## config.mk

```make
export PLATFORM = sky130hd
export DESIGN_NAME = tmr_upcount
export DESIGN_NICKNAME = d
export VERILOG_FILES = /design/src/rtl/tmr_pkg.sv /design/src/rtl/tmr_regs.sv /design/src/rtl/tmr_presc.sv /design/src/rtl/tmr_count.sv /design/src/rtl/tmr_upcount.sv
export SDC_FILE = /design/constraint.sdc
export NUM_CORES = 1
export LEC_CHECK = 0
export BUFFER_PORTS_ARGS = -buffer_cell sky130_fd_sc_hd__buf_2
export CAP_MARGIN = 0
export CELL_PAD_IN_SITES_DETAIL_PLACEMENT = 1
export CELL_PAD_IN_SITES_GLOBAL_PLACEMENT = 1
export CORE_ASPECT_RATIO = 0.8
export CORE_UTILIZATION = 40
export DETAILED_ROUTE_END_ITERATION = 10
export HOLD_SLACK_MARGIN = 0.05
export PLACE_DENSITY_LB_ADDON = 0.1
export SLEW_MARGIN = 20
export SYNTH_ARGS = -nofsm -noshare
export SYNTH_HDL_FRONTEND = slang
export SYNTH_SLANG_ARGS = --single-unit
```

## constraint.sdc

```tcl
create_clock -name clk -period 3.8 [get_ports clk]
set_clock_uncertainty 0.1 [all_clocks]
set_input_delay 0.95 -clock clk [delete_from_list [all_inputs] [get_ports clk]]
set_output_delay 0.95 -clock clk [all_outputs]
set_load 0.01 [all_outputs]
```

## src/rtl/tmr_pkg.sv

```systemverilog
package tmr_pkg;
  typedef enum logic [2:0] {
    SEL_CTRL = 3'd0,
    SEL_STAT = 3'd1,
    SEL_EVT  = 3'd2,
    SEL_PSC  = 3'd3,
    SEL_RLD  = 3'd4,
    SEL_CNT  = 3'd5
  } reg_sel_e;

  localparam int CTRL_RUN_BIT  = 0;
  localparam int CTRL_BUF_BIT  = 1;
  localparam int CTRL_IEN_BIT  = 2;
  localparam int CTRL_BITS     = 3;
endpackage

```

## src/rtl/tmr_regs.sv

```systemverilog
module tmr_regs
  import tmr_pkg::*;
#(
  parameter int DATA_W = 16,
  parameter int PSC_W  = 16,
  parameter int CNT_W  = 16
) (
  input  logic              clk,
  input  logic              rst,
  input  logic [2:0]        addr,
  input  logic [DATA_W-1:0] wdata,
  input  logic              we,
  input  logic              upd,
  input  logic [CNT_W-1:0]  cnt_val,
  output logic              run,
  output logic              rld_buf,
  output logic [PSC_W-1:0]  psc_pre,
  output logic [CNT_W-1:0]  rld_pre,
  output logic              sw_upd,
  output logic              rld_imm_wr,
  output logic [CNT_W-1:0]  rld_imm_data,
  output logic [DATA_W-1:0] rdata,
  output logic              irq
);
  logic wr_ctrl, wr_stat, wr_psc, wr_rld;
  logic run_q, buf_q, ien_q, flag_q, irq_q;
  logic flag_d, ien_d;
  logic [PSC_W-1:0]  psc_q;
  logic [CNT_W-1:0]  rld_q;
  logic [DATA_W-1:0] rd_mux, rdata_q;

  assign wr_ctrl = we && (addr == SEL_CTRL);
  assign wr_stat = we && (addr == SEL_STAT);
  assign wr_psc  = we && (addr == SEL_PSC);
  assign wr_rld  = we && (addr == SEL_RLD);

  assign sw_upd       = we && (addr == SEL_EVT) && wdata[0];
  assign rld_imm_wr   = wr_rld && !buf_q;
  assign rld_imm_data = wdata[CNT_W-1:0];

  always_comb begin
    if (upd)                       flag_d = 1'b1;
    else if (wr_stat && !wdata[0]) flag_d = 1'b0;
    else                           flag_d = flag_q;
  end

  assign ien_d = wr_ctrl ? wdata[CTRL_IEN_BIT] : ien_q;

  always_comb begin
    rd_mux = '0;
    case (addr)
      SEL_CTRL: rd_mux = DATA_W'({ien_q, buf_q, run_q});
      SEL_STAT: rd_mux = DATA_W'(flag_q);
      SEL_PSC:  rd_mux = DATA_W'(psc_q);
      SEL_RLD:  rd_mux = DATA_W'(rld_q);
      SEL_CNT:  rd_mux = DATA_W'(cnt_val);
      default:  rd_mux = '0;
    endcase
  end

  always_ff @(posedge clk) begin
    if (rst) begin
      run_q   <= 1'b0;
      buf_q   <= 1'b0;
      ien_q   <= 1'b0;
      flag_q  <= 1'b0;
      irq_q   <= 1'b0;
      psc_q   <= '0;
      rld_q   <= '1;
      rdata_q <= '0;
    end else begin
      if (wr_ctrl) begin
        run_q <= wdata[CTRL_RUN_BIT];
        buf_q <= wdata[CTRL_BUF_BIT];
      end
      ien_q   <= ien_d;
      flag_q  <= flag_d;
      irq_q   <= flag_d && ien_d;
      if (wr_psc) psc_q <= wdata[PSC_W-1:0];
      if (wr_rld) rld_q <= wdata[CNT_W-1:0];
      rdata_q <= rd_mux;
    end
  end

  assign run     = run_q;
  assign rld_buf = buf_q;
  assign psc_pre = psc_q;
  assign rld_pre = rld_q;
  assign rdata   = rdata_q;
  assign irq     = irq_q;

  // an update event always leaves the flag set
  p_flag_set_r5: assert property (@(posedge clk) disable iff (rst)
    upd |=> flag_q);
  // a clear write without a competing update clears the flag
  p_flag_clear_r5: assert property (@(posedge clk) disable iff (rst)
    (wr_stat && !wdata[0] && !upd) |=> !flag_q);
  // interrupt only while flag and enable are both held
  p_irq_gated_r6: assert property (@(posedge clk) disable iff (rst)
    irq_q |-> (flag_q && ien_q));
  // event register reads as zero
  p_evt_reads_zero_r4: assert property (@(posedge clk) disable iff (rst)
    (addr == SEL_EVT) |=> (rdata_q == '0));
endmodule

```

## src/rtl/tmr_presc.sv

```systemverilog
module tmr_presc #(
  parameter int PSC_W = 16
) (
  input  logic             clk,
  input  logic             rst,
  input  logic             run,
  input  logic             upd,
  input  logic [PSC_W-1:0] psc_pre,
  output logic             tick
);
  logic [PSC_W-1:0] div_q, psc_act_q;

  assign tick = run && (div_q == psc_act_q);

  always_ff @(posedge clk) begin
    if (rst) begin
      div_q     <= '0;
      psc_act_q <= '0;
    end else if (upd) begin
      div_q     <= '0;
      psc_act_q <= psc_pre;
    end else if (tick) begin
      div_q     <= '0;
    end else if (run) begin
      div_q     <= div_q + 1'b1;
    end
  end

  // the active divider changes only on an update event
  p_psc_hold_r1: assert property (@(posedge clk) disable iff (rst)
    !upd |=> $stable(psc_act_q));
  // divider never runs past the active value
  p_div_range_r8: assert property (@(posedge clk) disable iff (rst)
    div_q <= psc_act_q);
  // divider is frozen while stopped and no update occurs
  p_div_frozen_r7: assert property (@(posedge clk) disable iff (rst)
    (!run && !upd) |=> $stable(div_q));
endmodule

```

## src/rtl/tmr_count.sv

```systemverilog
module tmr_count #(
  parameter int CNT_W = 16
) (
  input  logic             clk,
  input  logic             rst,
  input  logic             tick,
  input  logic             upd,
  input  logic             rld_buf,
  input  logic [CNT_W-1:0] rld_pre,
  input  logic             rld_imm_wr,
  input  logic [CNT_W-1:0] rld_imm_data,
  output logic [CNT_W-1:0] cnt,
  output logic             wrap
);
  logic [CNT_W-1:0] cnt_q, lim_q;

  assign wrap = tick && (cnt_q >= lim_q);

  always_ff @(posedge clk) begin
    if (rst) begin
      cnt_q <= '0;
      lim_q <= '1;
    end else begin
      if (upd)       cnt_q <= '0;
      else if (tick) cnt_q <= cnt_q + 1'b1;
      if (upd && rld_buf) lim_q <= rld_pre;
      else if (rld_imm_wr) lim_q <= rld_imm_data;
    end
  end

  assign cnt = cnt_q;

  // any update event leaves the counter at zero
  p_upd_zero_r4: assert property (@(posedge clk) disable iff (rst)
    upd |=> (cnt_q == '0));
  // counter holds without a tick or update
  p_hold_r7: assert property (@(posedge clk) disable iff (rst)
    (!tick && !upd) |=> $stable(cnt_q));
  // a zero limit pins the counter at zero
  p_zero_limit_r9: assert property (@(posedge clk) disable iff (rst)
    ((cnt_q == '0) && (lim_q == '0) && !rld_imm_wr) |=> (cnt_q == '0));
endmodule

```

## src/rtl/tmr_upcount.sv

```systemverilog
module tmr_upcount
  import tmr_pkg::*;
#(
  parameter int DATA_W = 16,
  parameter int PSC_W  = 16,
  parameter int CNT_W  = 16
) (
  input  logic              clk,
  input  logic              rst,
  input  logic [2:0]        addr,
  input  logic [DATA_W-1:0] wdata,
  input  logic              we,
  output logic [DATA_W-1:0] rdata,
  output logic              irq
);
  logic             run, rld_buf, sw_upd, rld_imm_wr, tick, wrap, upd;
  logic [PSC_W-1:0] psc_pre;
  logic [CNT_W-1:0] rld_pre, rld_imm_data, cnt;

  assign upd = sw_upd || wrap;

  tmr_regs #(.DATA_W(DATA_W), .PSC_W(PSC_W), .CNT_W(CNT_W)) u_regs (
    .clk(clk), .rst(rst), .addr(addr), .wdata(wdata), .we(we),
    .upd(upd), .cnt_val(cnt), .run(run), .rld_buf(rld_buf),
    .psc_pre(psc_pre), .rld_pre(rld_pre), .sw_upd(sw_upd),
    .rld_imm_wr(rld_imm_wr), .rld_imm_data(rld_imm_data),
    .rdata(rdata), .irq(irq)
  );

  tmr_presc #(.PSC_W(PSC_W)) u_presc (
    .clk(clk), .rst(rst), .run(run), .upd(upd),
    .psc_pre(psc_pre), .tick(tick)
  );

  tmr_count #(.CNT_W(CNT_W)) u_count (
    .clk(clk), .rst(rst), .tick(tick), .upd(upd),
    .rld_buf(rld_buf), .rld_pre(rld_pre), .rld_imm_wr(rld_imm_wr),
    .rld_imm_data(rld_imm_data), .cnt(cnt), .wrap(wrap)
  );
endmodule

```

==> reports/results.txt <==
net count after synthesis -> 645
worst slew pin tran -> 0.962 ns
Final Max Slew Viols -> 0
num rows -> 37
Yosys top cell area share -> 44.2%
Async S/R FF share, synth -> 0%
die footprint -> 13,700 um^2
synth unique cells -> 42
global route overflow -> 0
height of the die -> 105 um
CP Buf/Inv Count -> 2
DRT Pass-1 Iters -> 5
EDFF count, synth -> 0
CTS Sinks -> 117
largest net degree at the start of global routing -> 32
Placeable Area -> 12,900 um^2
most common cell type on the critical path -> nand2b_1
RSZ-0062 raised after global routing -> no
min-delay worst type -> register to register
Cell Pwr Density -> 474 nW/um^2
status -> complete, no violations
initial drt markers -> 263
Max-cap violations -> 0
post-synthesis cell count -> 605
Die Width -> 131 um
CP max FO -> 16
Yosys warnings -> 0
Root Driver -> clkbuf_16
routability cong. -> 0.834
number of nets with antenna violations after routing -> 0
Critical Path Start Type -> register
most common cell after layout, fill and taps aside -> dfxtp_1
Max Fclk -> 0.325 GHz
CTS tree -> yes
post-layout min period -> 3.08 ns
Synth area leaders -> dfxtp_1 44%, mux2i_1 7.2%, nand2_1 6.6%
CP peak stage delay -> 0.47 ns
critical path endpoint category -> register
dpl cell area -> 5650 um^2
Max rail drop VDD -> 0.356 mV
Setup Viol. Count Final -> 0
cts hold-fix bufs -> 0
Fin. Hold Viols -> 0
antenna fix cells -> 0
most frequent cells in the layout -> 117 x dfxtp_1, 93 x nand2_1, 81 x nor2_1, 39 x a21oi_1
WP data required -> 4.04 ns
layout cell share with drive strength beyond 1 -> 12.3%
area leader, netlist -> dfxtp_1
IO Port Bufs -> 38
flops & latches, synth -> 117
clk_lat worst skew -> 0.42 ns
Post-Synthesis Cell Area -> 5290 um^2
via count -> 4,409
clk slew on worst S/H paths -> 0.05 ns
Setup TNS -> 0 ns
Layout Nets -> 681
Worst path slowest cell -> a2111o_1
final HPWL from detailed placement -> 11,300 um
H-tree depth -> 4
cts bufs inserted -> 17
CP cell instances -> inv_1, ha_1, nand2b_1, a2111oi_2, o21ai_1, a2111o_1, a21oi_4, buf_4, nand2b_1, a21oi_1
IO Count -> 39
period utilisation layout -> 80.9%
vias in the first global route -> 4,538
number of gates resized after CTS -> 0
Initial Util -> 41.1%
register area share after synthesis -> 44.2%
most used flip-flop cell after synthesis -> dfxtp_1
kind of critical path -> register to register
Pwr Total -> 2930 uW
wire per inst -> 18.6 um
GRT Total Usage -> 24.5%
wirelength, routed -> 15,300 um
relative max-transition margin -> 35.8%
drt drc -> 0
post-CTS setup buffer count -> 0
synth-to-layout area growth -> 16.9%
first-pass GRT wire length -> 24,600 um
Synth Area per Inst -> 8.75 um^2
Bufs on Longest Clock Path -> 2
Pleak -> 0.00281 uW
antenna violations before repair -> 0
drt via density -> 5.34
post-route cell area -> 6190 um^2
crit path DAT -> 3.31 ns
crit-path leading delay family -> compound AO/OA/AOI/OAI gates
==> final timing paths <==
check                           slack (ns)  cells past startpoint              start                end
worst min-delay path                  0.38                      2  u_regs.psc_pre[0]  u_regs.psc_pre[0]
worst max register to register        0.72                     10     u_count.cnt[0]    u_count.cnt[10]
worst max-delay path                  0.72                     10     u_count.cnt[0]    u_count.cnt[10]
worst min register to register        0.38                      2  u_regs.psc_pre[0]  u_regs.psc_pre[0]
==> per-layer routing <==
metal	up-vias	part of all wire (%)	track usage, %
met5	-	0	0
met4	0	1.3	10.6
met3	15	3.8	5.63
met2	89	48	38.7
met1	2157	47	31.5
li1	2148	-	-
==> flip-flops by register name (all words and copies together) (netlist names) <==
| name | count |
|---|---|
| u_regs.rdata | 16 |
| u_regs.run | 1 |
| u_regs.ien_q | 1 |
| u_regs.flag_q | 1 |
| u_presc.psc_act_q | 16 |
| u_regs.psc_pre | 16 |
| u_count.lim_q | 16 |
| u_regs.irq | 1 |
| u_regs.rld_pre | 16 |
| u_regs.rld_buf | 1 |
| u_presc.div_q | 16 |
| u_count.cnt | 16 |
==> worst min-delay path: stages, from the launching register on <==
cell and delay, ns:
dfxtp_1 0.32, nand2_1 0.06, a21oi_1 0.05
==> where the power goes <==
group | internal, uW | total (uW) | leakage [uW] | switching [uW]
Clock | 977 | 1510 | 0.000271 | 537
Sequential | 1250 | 1270 | 0.000948 | 19.5
Combinational | 53.1 | 147 | 0.00159 | 94.4
==> layout make-up <==
cell class / instances / area, um^2
Inverter: 20 / 75.1
Multi-Input combinational cell: 433 / 2720
Clock buffer: 22 / 464
Clock inverter: 6 / 80.1
Sequential cell: 117 / 2340
Timing Repair Buffer: 52 / 295
Fill cell: 1554 / 6680
Tap cell: 175 / 219
==> synthesized netlist by cell type (all sizes together), types with 13 or more instances <==
cell and n:
nor2 81, a21oi 40, a32oi 15, ha 18, a22o 13, nand2 93, inv 20, dfxtp 117
clkbuf 27, mux2i 38, a22oi 13, nand4 14, xnor2 26, xor2 19
==> cells by family after synthesis <==
kind of cell	count (synthesis)	synth area share (%)
compound gates	102	13.4
fa+ha+maj	18	4.25
xor+xnor	45	7.45
flops	117	44.2
buf+inv	55	4.47
simple gates	229	18.6
mux	39	7.61
==> metrics by stage <==
step | hold WS [ns] | instances | setup WS, ns | utilization [%]
after global routing | 0.398 | 825 | 0.519 | 48.1
after global placement | 0.377 | 797 | 0.748 | 43.9
after floorplan | 0.348 | 605 | 1.11 | -
after detailed placement | 0.376 | 797 | 0.735 | 43.9
after CTS | 0.382 | 825 | 0.706 | 48.1
final | 0.380 | 825 | 0.725 | 48.1
Power figures use the tool's default switching activity.
